[config.mk]
export PLATFORM = sky130hd
export DESIGN_NAME = spare_cell_guard
export DESIGN_NICKNAME = d
export VERILOG_FILES = /design/src/rtl/spare_guard_pkg.sv /design/src/rtl/gated_add_cell.sv /design/src/rtl/copy_picker.sv /design/src/rtl/guard_ctrl.sv /design/src/rtl/spare_cell_guard.sv
export SDC_FILE = /design/constraint.sdc
export NUM_CORES = 1
export LEC_CHECK = 0
export ABC_AREA = 1
export BUFFER_PORTS_ARGS = -buffer_cell sky130_fd_sc_hd__buf_4
export CAP_MARGIN = 20
export CORE_ASPECT_RATIO = 1.4
export CORE_MARGIN = 3
export CORE_UTILIZATION = 30
export CTS_CLUSTER_DIAMETER = 80
export DETAILED_ROUTE_END_ITERATION = 6
export PLACE_DENSITY = 0.57
export SLEW_MARGIN = 25
export SYNTH_ARGS = -nofsm -noshare
export SYNTH_HDL_FRONTEND = slang
export SYNTH_HIERARCHICAL = 1
export SYNTH_SLANG_ARGS = --single-unit
export TNS_END_PERCENT = 30
[constraint.sdc]
create_clock -name clk -period 2.5 [get_ports clk]
set_input_delay 0.125 -clock clk [delete_from_list [all_inputs] [get_ports clk]]
set_output_delay 0.125 -clock clk [all_outputs]
set_load 0.005 [all_outputs]
[src/rtl/spare_guard_pkg.sv]
package spare_guard_pkg;

    typedef enum logic [1:0] {
        GS_UNSET     = 2'd0,
        GS_LIVE      = 2'd1,
        GS_EXHAUSTED = 2'd2
    } guard_state_e;

    typedef struct packed {
        logic carry;
        logic sum;
    } bit_result_t;

endpackage

[src/rtl/gated_add_cell.sv]
module gated_add_cell
    import spare_guard_pkg::*;
(
    input  logic        psum_i,
    input  logic        xbit_i,
    input  logic        cbit_i,
    input  logic        carry_i,
    output bit_result_t res_o
);
    logic prod;

    always_comb begin
        prod        = xbit_i & cbit_i;
        res_o.sum   = psum_i ^ prod ^ carry_i;
        res_o.carry = (psum_i & prod) | (psum_i & carry_i) | (prod & carry_i);
    end
endmodule

[src/rtl/copy_picker.sv]
module copy_picker #(
    parameter int NCOPY = 3,
    parameter int SELW  = 2
) (
    input  logic [NCOPY-1:0] bad_i,
    output logic [SELW-1:0]  pick_o,
    output logic             found_o
);
    // The scan runs from the highest index down, so the lowest clean index wins.
    always_comb begin
        pick_o  = '0;
        found_o = 1'b0;
        for (int i = NCOPY - 1; i >= 0; i--) begin
            if (!bad_i[i]) begin
                pick_o  = SELW'(i);
                found_o = 1'b1;
            end
        end
    end
endmodule

[src/rtl/guard_ctrl.sv]
module guard_ctrl
    import spare_guard_pkg::*;
#(
    parameter int NCOPY = 3,
    parameter int SELW  = 2
) (
    input  logic             clk,
    input  logic             rst_n,
    input  logic             cfg_load,
    input  logic [NCOPY-1:0] cfg_defect,
    input  logic [SELW-1:0]  pick_i,
    input  logic             found_i,
    output logic [NCOPY-1:0] flags_q,
    output logic [SELW-1:0]  sel_q,
    output logic             usable_o,
    output logic             exhausted_o
);
    guard_state_e state_q, state_d;

    // Next state: LOAD_OK and LOAD_NONE are both taken from any state on a strobe.
    always_comb begin
        state_d = state_q;
        unique case (state_q)
            GS_UNSET, GS_LIVE, GS_EXHAUSTED: begin
                if (cfg_load) begin
                    state_d = found_i ? GS_LIVE : GS_EXHAUSTED;
                end
            end
            default: state_d = GS_UNSET;
        endcase
    end

    always_ff @(posedge clk or negedge rst_n) begin
        if (!rst_n) begin
            state_q <= GS_UNSET;
            flags_q <= '0;
            sel_q   <= '0;
        end else begin
            state_q <= state_d;
            if (cfg_load) begin
                flags_q <= cfg_defect;
                sel_q   <= pick_i;
            end
        end
    end

    always_comb begin
        usable_o    = 1'b0;
        exhausted_o = 1'b0;
        unique case (state_q)
            GS_UNSET:     ;
            GS_LIVE:      usable_o    = 1'b1;
            GS_EXHAUSTED: exhausted_o = 1'b1;
            default:      ;
        endcase
    end

    // without a strobe, the selection and the state hold.
    p_sel_frozen_r5: assert property (@(posedge clk) disable iff (!rst_n)
        !cfg_load |=> ($stable(sel_q) && $stable(state_q)));

    // a strobe that finds a clean copy leads to LIVE.
    p_load_live_r3: assert property (@(posedge clk) disable iff (!rst_n)
        (cfg_load && found_i) |=> usable_o);

    // a strobe with every flag set leads to EXHAUSTED.
    p_load_dead_r4: assert property (@(posedge clk) disable iff (!rst_n)
        (cfg_load && (&cfg_defect)) |=> (exhausted_o && !usable_o));
endmodule

[src/rtl/spare_cell_guard.sv]
module spare_cell_guard
    import spare_guard_pkg::*;
#(
    parameter int NSPARE = 2,
    localparam int NCOPY = NSPARE + 1,
    localparam int SELW  = (NCOPY > 1) ? $clog2(NCOPY) : 1
) (
    input  logic             clk,
    input  logic             rst_n,
    input  logic             cfg_load,
    input  logic [NCOPY-1:0] cfg_defect,
    input  logic [NCOPY-1:0] inject_en,
    input  logic             inject_val,
    input  logic             psum_in,
    input  logic             xbit_in,
    input  logic             cbit_in,
    input  logic             carry_in,
    output logic             sum_out,
    output logic             cout_out,
    output logic [SELW-1:0]  sel_copy,
    output logic             usable,
    output logic             exhausted
);
    bit_result_t      copy_res [NCOPY];
    logic [SELW-1:0]  pick;
    logic             found;
    logic [NCOPY-1:0] flags_q;

    for (genvar g = 0; g < NCOPY; g++) begin : g_copy
        bit_result_t raw;

        gated_add_cell u_cell (
            .psum_i  (psum_in),
            .xbit_i  (xbit_in),
            .cbit_i  (cbit_in),
            .carry_i (carry_in),
            .res_o   (raw)
        );

        // A stuck-at overlay placed on this copy alone.
        always_comb begin
            if (inject_en[g]) begin
                copy_res[g] = '{carry: inject_val, sum: inject_val};
            end else begin
                copy_res[g] = raw;
            end
        end
    end

    copy_picker #(.NCOPY(NCOPY), .SELW(SELW)) u_picker (
        .bad_i   (cfg_defect),
        .pick_o  (pick),
        .found_o (found)
    );

    guard_ctrl #(.NCOPY(NCOPY), .SELW(SELW)) u_ctrl (
        .clk         (clk),
        .rst_n       (rst_n),
        .cfg_load    (cfg_load),
        .cfg_defect  (cfg_defect),
        .pick_i      (pick),
        .found_i     (found),
        .flags_q     (flags_q),
        .sel_q       (sel_copy),
        .usable_o    (usable),
        .exhausted_o (exhausted)
    );

    always_ff @(posedge clk or negedge rst_n) begin
        if (!rst_n) begin
            sum_out  <= 1'b0;
            cout_out <= 1'b0;
        end else if (usable) begin
            sum_out  <= copy_res[sel_copy].sum;
            cout_out <= copy_res[sel_copy].carry;
        end else begin
            sum_out  <= 1'b0;
            cout_out <= 1'b0;
        end
    end

    // the driving copy is never one that was flagged as defective.
    p_sel_clean_r3: assert property (@(posedge clk) disable iff (!rst_n)
        usable |-> !flags_q[sel_copy]);

    // a non-live wrapper presents zeros after the next edge.
    p_quiet_r8: assert property (@(posedge clk) disable iff (!rst_n)
        !usable |=> (!sum_out && !cout_out));
endmodule

* Word-level counts from Yosys, hierarchy flattened
Cells that the tools add are included.
** Word-level totals
- Register bits after elaboration :: 6
- Output and inout bits :: 6
- Logic and storage cells :: 38
- Input bits :: 14
** Operators by class
- Reduce and logical (&&, ||, !) cells :: 2
- Bitwise operators :: 9
- Mux-type cells :: 19
- Magnitude comparators :: 1
- Equality and inequality tests :: 3
** Operators by type and width (number)
- two-way mux 2 bit :: 11
- two-way mux 1 bit :: 7
- bitwise AND 1 bit :: 4
- binary-select mux 2 bit (select 2 bit) :: 1
- >= comparator 3 bit, second input constant :: 1
- inverter 2 -> 3 bit :: 1
- OR reduction 3 bit :: 1
- equality test 2 x 1 -> 1 bit, second input constant :: 1
- equality test 2 bit, second input constant :: 1
- logical NOT 2 bit :: 1
- != test 2 bit, second input constant :: 1
- OR 1 bit :: 2
- bitwise XOR 1 bit :: 2

* Logic depth before layout (Yosys ltp)
- Depth in word-level cells :: 9
- Mapped depth :: 7
- Gate-level depth less buffers :: 7

* Cells and area by module
Netlist, hierarchy kept.
** Modules (own cells, without submodules)
- guard_ctrl :: area an instance 296.5 µm², times used 1, cells each 36
- spare_cell_guard :: area an instance 162.7 µm², times used 1, cells each 28
- gated_add_cell :: area an instance 38.8 µm², times used 3, cells each 6
- copy_picker :: area an instance 22.5 µm², times used 1, cells each 5

* Worst setup path before layout
Ideal clock, no wire load.
- Kind :: input to register
- From :: input port psum_in
- To :: register sum_out
- Data required time :: 2.423 ns
- Path slack :: 1.404 ns
- Stages :: 7
- Path buffers :: 0
- Arrival time :: 1.019 ns
- Library setup time :: 0.077 ns
- Cells stage by stage :: inv_1 > fa_1 > inv_1 > inv_1 > o21ai_0 > nand3_1 > a21oi_1
** RTL lines
- start, declared :: line spare_cell_guard.sv:14 : input logic psum_in,
- end signal, assigned :: line spare_cell_guard.sv:74 : sum_out <= copy_res[sel_copy].sum;
- end, declared :: line spare_cell_guard.sv:18 : output logic sum_out,

* Final worst setup path
- From :: register u_ctrl.state_q[0]
- To :: output port usable
** On the way
- Cells in the longest elaborated chain, start to end :: 2
** RTL lines
- start, declared :: line guard_ctrl.sv:18 : guard_state_e state_q, state_d;
- start signal, assigned :: line guard_ctrl.sv:39 : state_q <= state_d;
- equality test 2 x 1 -> 1 bit :: line guard_ctrl.sv:50 : unique case (state_q)
- two-way mux 1 bit :: line guard_ctrl.sv:50
- end, declared :: line spare_cell_guard.sv:21 : output logic usable,
No other way between the ends.

==> flow_summary.html <==
<table>
<tr><th>Metric</th><th>Value</th></tr>
<tr><th colspan="2">Status</th></tr>
<tr><td>Status</td><td>finished, final reports clean</td></tr>
<tr><th colspan="2">Worst hold path</th></tr>
<tr><td>Hold_sp</td><td>cfg_load</td></tr>
<tr><td>Path class of the lowest-slack min-delay path</td><td>in -&gt; reg</td></tr>
<tr><th colspan="2">Critical path</th></tr>
<tr><td>Worst setup path category</td><td>reg -&gt; out</td></tr>
<tr><td>Element type at the critical path start</td><td>flip-flop</td></tr>
<tr><td>Crit path arrival time</td><td>around 0.93 ns</td></tr>
<tr><td>R2r setup slk</td><td>between 1.5 and 2 ns</td></tr>
<tr><td>Origin of the critical flop-to-flop path</td><td>u_ctrl/sel_q[0]</td></tr>
<tr><td>CP Data Required Time</td><td>roughly 2.4 ns</td></tr>
<tr><td>Critical-path maximum fanout</td><td>4</td></tr>
<tr><td>Kind of capture point of the worst setup path</td><td>primary output</td></tr>
<tr><td>First element of the critical path</td><td>u_ctrl/state_q[0]</td></tr>
<tr><th colspan="2">Clocking</th></tr>
<tr><td>Clock buffers created by TritonCTS</td><td>3</td></tr>
<tr><td>Clock latency at the later pin of the worst-skew pair</td><td>0.25 ns</td></tr>
<tr><td>Number of sinks handled by clock tree synthesis</td><td>6</td></tr>
<tr><td>CTS tree</td><td>done</td></tr>
<tr><td>Number of buffers between clock root and the deepest sink</td><td>2</td></tr>
<tr><td>H-tree levels</td><td>1</td></tr>
<tr><td># Post-CTS Setup Buffers</td><td>0</td></tr>
<tr><td>Clock transition time at the flip-flop clock pins of the worst setup and hold paths</td><td>0.05 ns</td></tr>
<tr><td>Clock Tree Root</td><td>clkbuf_4</td></tr>
<tr><td>Cts repair resizes</td><td>0</td></tr>
<tr><th colspan="2">Power</th></tr>
<tr><td>Internal Pwr Total</td><td>just over 0.2 mW</td></tr>
<tr><td>Clock share of power</td><td>0.314</td></tr>
<tr><td>Total power</td><td>approximately 0.29 mW</td></tr>
<tr><td>Power density normalized to cell area</td><td>between 400 and 500 nW/um^2</td></tr>
<tr><td>Sequential share of power</td><td>0.390</td></tr>
<tr><td>Leak pwr</td><td>0.419 nW</td></tr>
<tr><td>Part of the power in combinational logic</td><td>0.296</td></tr>
<tr><td>Maximum vdd ir drop</td><td>about 0.24 mV</td></tr>
<tr><td>Switching portion of total power</td><td>0.292</td></tr>
<tr><td>Sw Pwr</td><td>between 0.08 and 0.09 mW</td></tr>
<tr><th colspan="2">Placement</th></tr>
<tr><td>Final Wtd Congestion</td><td>a little under 0.7</td></tr>
<tr><td>Port-buffer cells</td><td>19</td></tr>
<tr><td>Placement Cell Area</td><td>around 640 um^2</td></tr>
<tr><td>Post-DP HPWL</td><td>899 um</td></tr>
<tr><td>Place WS</td><td>1.20 ns</td></tr>
<tr><th colspan="2">GRT</th></tr>
<tr><td>Global routing usage on met3</td><td>0.0372</td></tr>
<tr><td>Total global routing track utilization</td><td>0.115</td></tr>
<tr><td>Initial antenna violation count</td><td>0</td></tr>
<tr><td>Met1 track demand over resource</td><td>0.120</td></tr>
<tr><td>Wire length of the first global-routing pass</td><td>around 1600 um</td></tr>
<tr><td>Met2 layer usage reported by global route</td><td>0.184</td></tr>
<tr><td>Sum of overflow across all layers after global routing</td><td>0</td></tr>
<tr><td>Maximum number of pins on one net before global-route repair</td><td>7</td></tr>
<tr><td>GR peak layer</td><td>met2</td></tr>
<tr><td>Vias in the first global route</td><td>between 400 and 500</td></tr>
<tr><th colspan="2">Floorplan</th></tr>
<tr><td>Area enclosed by the die boundary</td><td>roughly 2200 um^2</td></tr>
<tr><td>Die height</td><td>53.8 um</td></tr>
<tr><td>IO Pins</td><td>20</td></tr>
<tr><td>Initial cell density of the core</td><td>0.335</td></tr>
<tr><td>Placeable core area</td><td>between 1000 and 1500 um^2</td></tr>
<tr><td>Site row count</td><td>16</td></tr>
<tr><td>Die W</td><td>approximately 40 um</td></tr>
<tr><th colspan="2">Finish</th></tr>
<tr><td>Post-route design area</td><td>between 600 and 700 um^2</td></tr>
<tr><td>FILL cells</td><td>between 150 and 200</td></tr>
<tr><td>Antenna diode count</td><td>0</td></tr>
<tr><td>Syn-to-layout area delta</td><td>38.1%</td></tr>
<tr><td>Final nets</td><td>116</td></tr>
<tr><td>Total area of sequential cells</td><td>150 um^2</td></tr>
<tr><td>Layout cell share with drive strength beyond 1</td><td>0.247</td></tr>
<tr><td>Area taken by multi-input logic gates</td><td>238 um^2</td></tr>
<tr><th colspan="2">STA</th></tr>
<tr><td>Max Freq</td><td>943 MHz</td></tr>
<tr><td>Post-route minimum period</td><td>approximately 1.1 ns</td></tr>
<tr><td>Final TNS setup</td><td>0 ns</td></tr>
<tr><td>Number of slew-limit violations in the final report</td><td>0</td></tr>
<tr><td>Setup repair after global routing missed its margin</td><td>false</td></tr>
<tr><td>Setup-violating endpoint count in the final report</td><td>0</td></tr>
<tr><td>Part of the cycle the worst path needs</td><td>0.424</td></tr>
<tr><td>Final Hold Fails</td><td>0</td></tr>
<tr><td>Max_slew headroom</td><td>0.895</td></tr>
<tr><td>Worst clock skew</td><td>roughly 0.0033 ns</td></tr>
<tr><td>Worst hold margin</td><td>approximately 0.12 ns</td></tr>
<tr><td>PnR worst setup slack</td><td>about 1.4 ns</td></tr>
<tr><td>Worst-margin pin slew</td><td>0.155 ns</td></tr>
<tr><th colspan="2">Synthesis</th></tr>
<tr><td>Post-synth design cell area</td><td>slightly below 500 um^2</td></tr>
<tr><td>Net count after synthesis</td><td>between 90 and 100</td></tr>
<tr><td>Cells after synthesis</td><td>75</td></tr>
<tr><td>Post-Syn Area per Cell</td><td>6.52 um^2</td></tr>
<tr><td>Yosys Warn Count</td><td>6</td></tr>
<tr><th colspan="2">Drt</th></tr>
<tr><td>Routed Antenna Nets</td><td>0</td></tr>
<tr><td>Post-detailed-route DRC marker count</td><td>0</td></tr>
<tr><td>Routed vias/inst</td><td>between 4 and 5</td></tr>
<tr><td>Final routed wirelength across all metal layers</td><td>~1000 um</td></tr>
<tr><td>Avg WL per Cell</td><td>approximately 9 um</td></tr>
<tr><td>First-iteration detailed-routing DRC count</td><td>9</td></tr>
<tr><td>Number of detailed-route iterations in the first pass</td><td>4</td></tr>
<tr><td>Total number of vias</td><td>500</td></tr>
<tr><th colspan="2">Job</th></tr>
<tr><td>Max-Cap Viols</td><td>0</td></tr>
</table>
cells in the final DEF, fill, tap and decap left out:
| cell type | instances |
|---|---|
| inv_1 | 23 |
| a21oi_1 | 2 |
| dlygate4sd3_1 | 1 |
| fa_1 | 3 |
| clkbuf_4 | 3 |
| nand3_1 | 13 |
| nor2_2 | 1 |
| buf_4 | 19 |
| nor2_1 | 3 |
| dfrtp_1 | 6 |
| nand2_1 | 20 |
| inv_2 | 1 |
| o21ai_0 | 2 |
routing by layer:
layer	up-vias	wire [um]	share of wire
met3	4	65	0.063
met5	-	0	0
met1	218	407	0.39
li1	263	-	-
met4	0	21	0.020
met2	15	544	0.52
layout make-up:
type	instances	area share
inverter	24	0.133
timing repair buffer	20	0.226
clock buffer	3	0.0333
tap	18	0.0333
multi-input combinational	44	0.352
sequential	6	0.222
through the flow:
| step | instances | utilization |
|---|---|---|
| floorplan | 75 | - |
| global placement | 111 | 0.440 |
| detailed placement | 111 | 0.440 |
| CTS | 115 | 0.462 |
| global route | 115 | 0.462 |
| finish | 115 | 0.462 |
path summary, 6_finish.rpt:
path                                      to  cells past startpoint
min                          u_ctrl/sel_q[1]                      3
max                                   usable                      3
max in group asynchronous  u_ctrl/state_q[0]                      2
min reg2reg                  u_ctrl/sel_q[0]                      2
min in group asynchronous            sum_out                      2
max reg2reg                         cout_out                      4
power groups by stage:
stage / Combinational, mW / Sequential (mW) / Clock, mW
final: 0.0854 / 0.112 / 0.0907
after floorplan: 0.0431 / 0.114 / 0
after detailed placement: 0.0856 / 0.114 / 0
after CTS: 0.0874 / 0.112 / 0.0958
after global placement: 0.0843 / 0.114 / 0
after global routing: 0.0995 / 0.113 / 0.101
flip-flops by register name, summed over array words and instances, names as in the netlist:
name and count:
u_ctrl/sel_q 2, u_ctrl/state_q 2, cout_out 1, sum_out 1
repair_timing:
action,CTS,global route
hold buffers,1,0
setup endpoints to repair,0,0
hold endpoints to repair,6,0
worst max-delay path, stage by stage, from the launching register on:
cell and delay [ns]:
dfrtp_1 0.38, inv_1 0.07, nor2_1 0.12, buf_4 0.13
No activity file was read; power rests on OpenSTA's default activity.
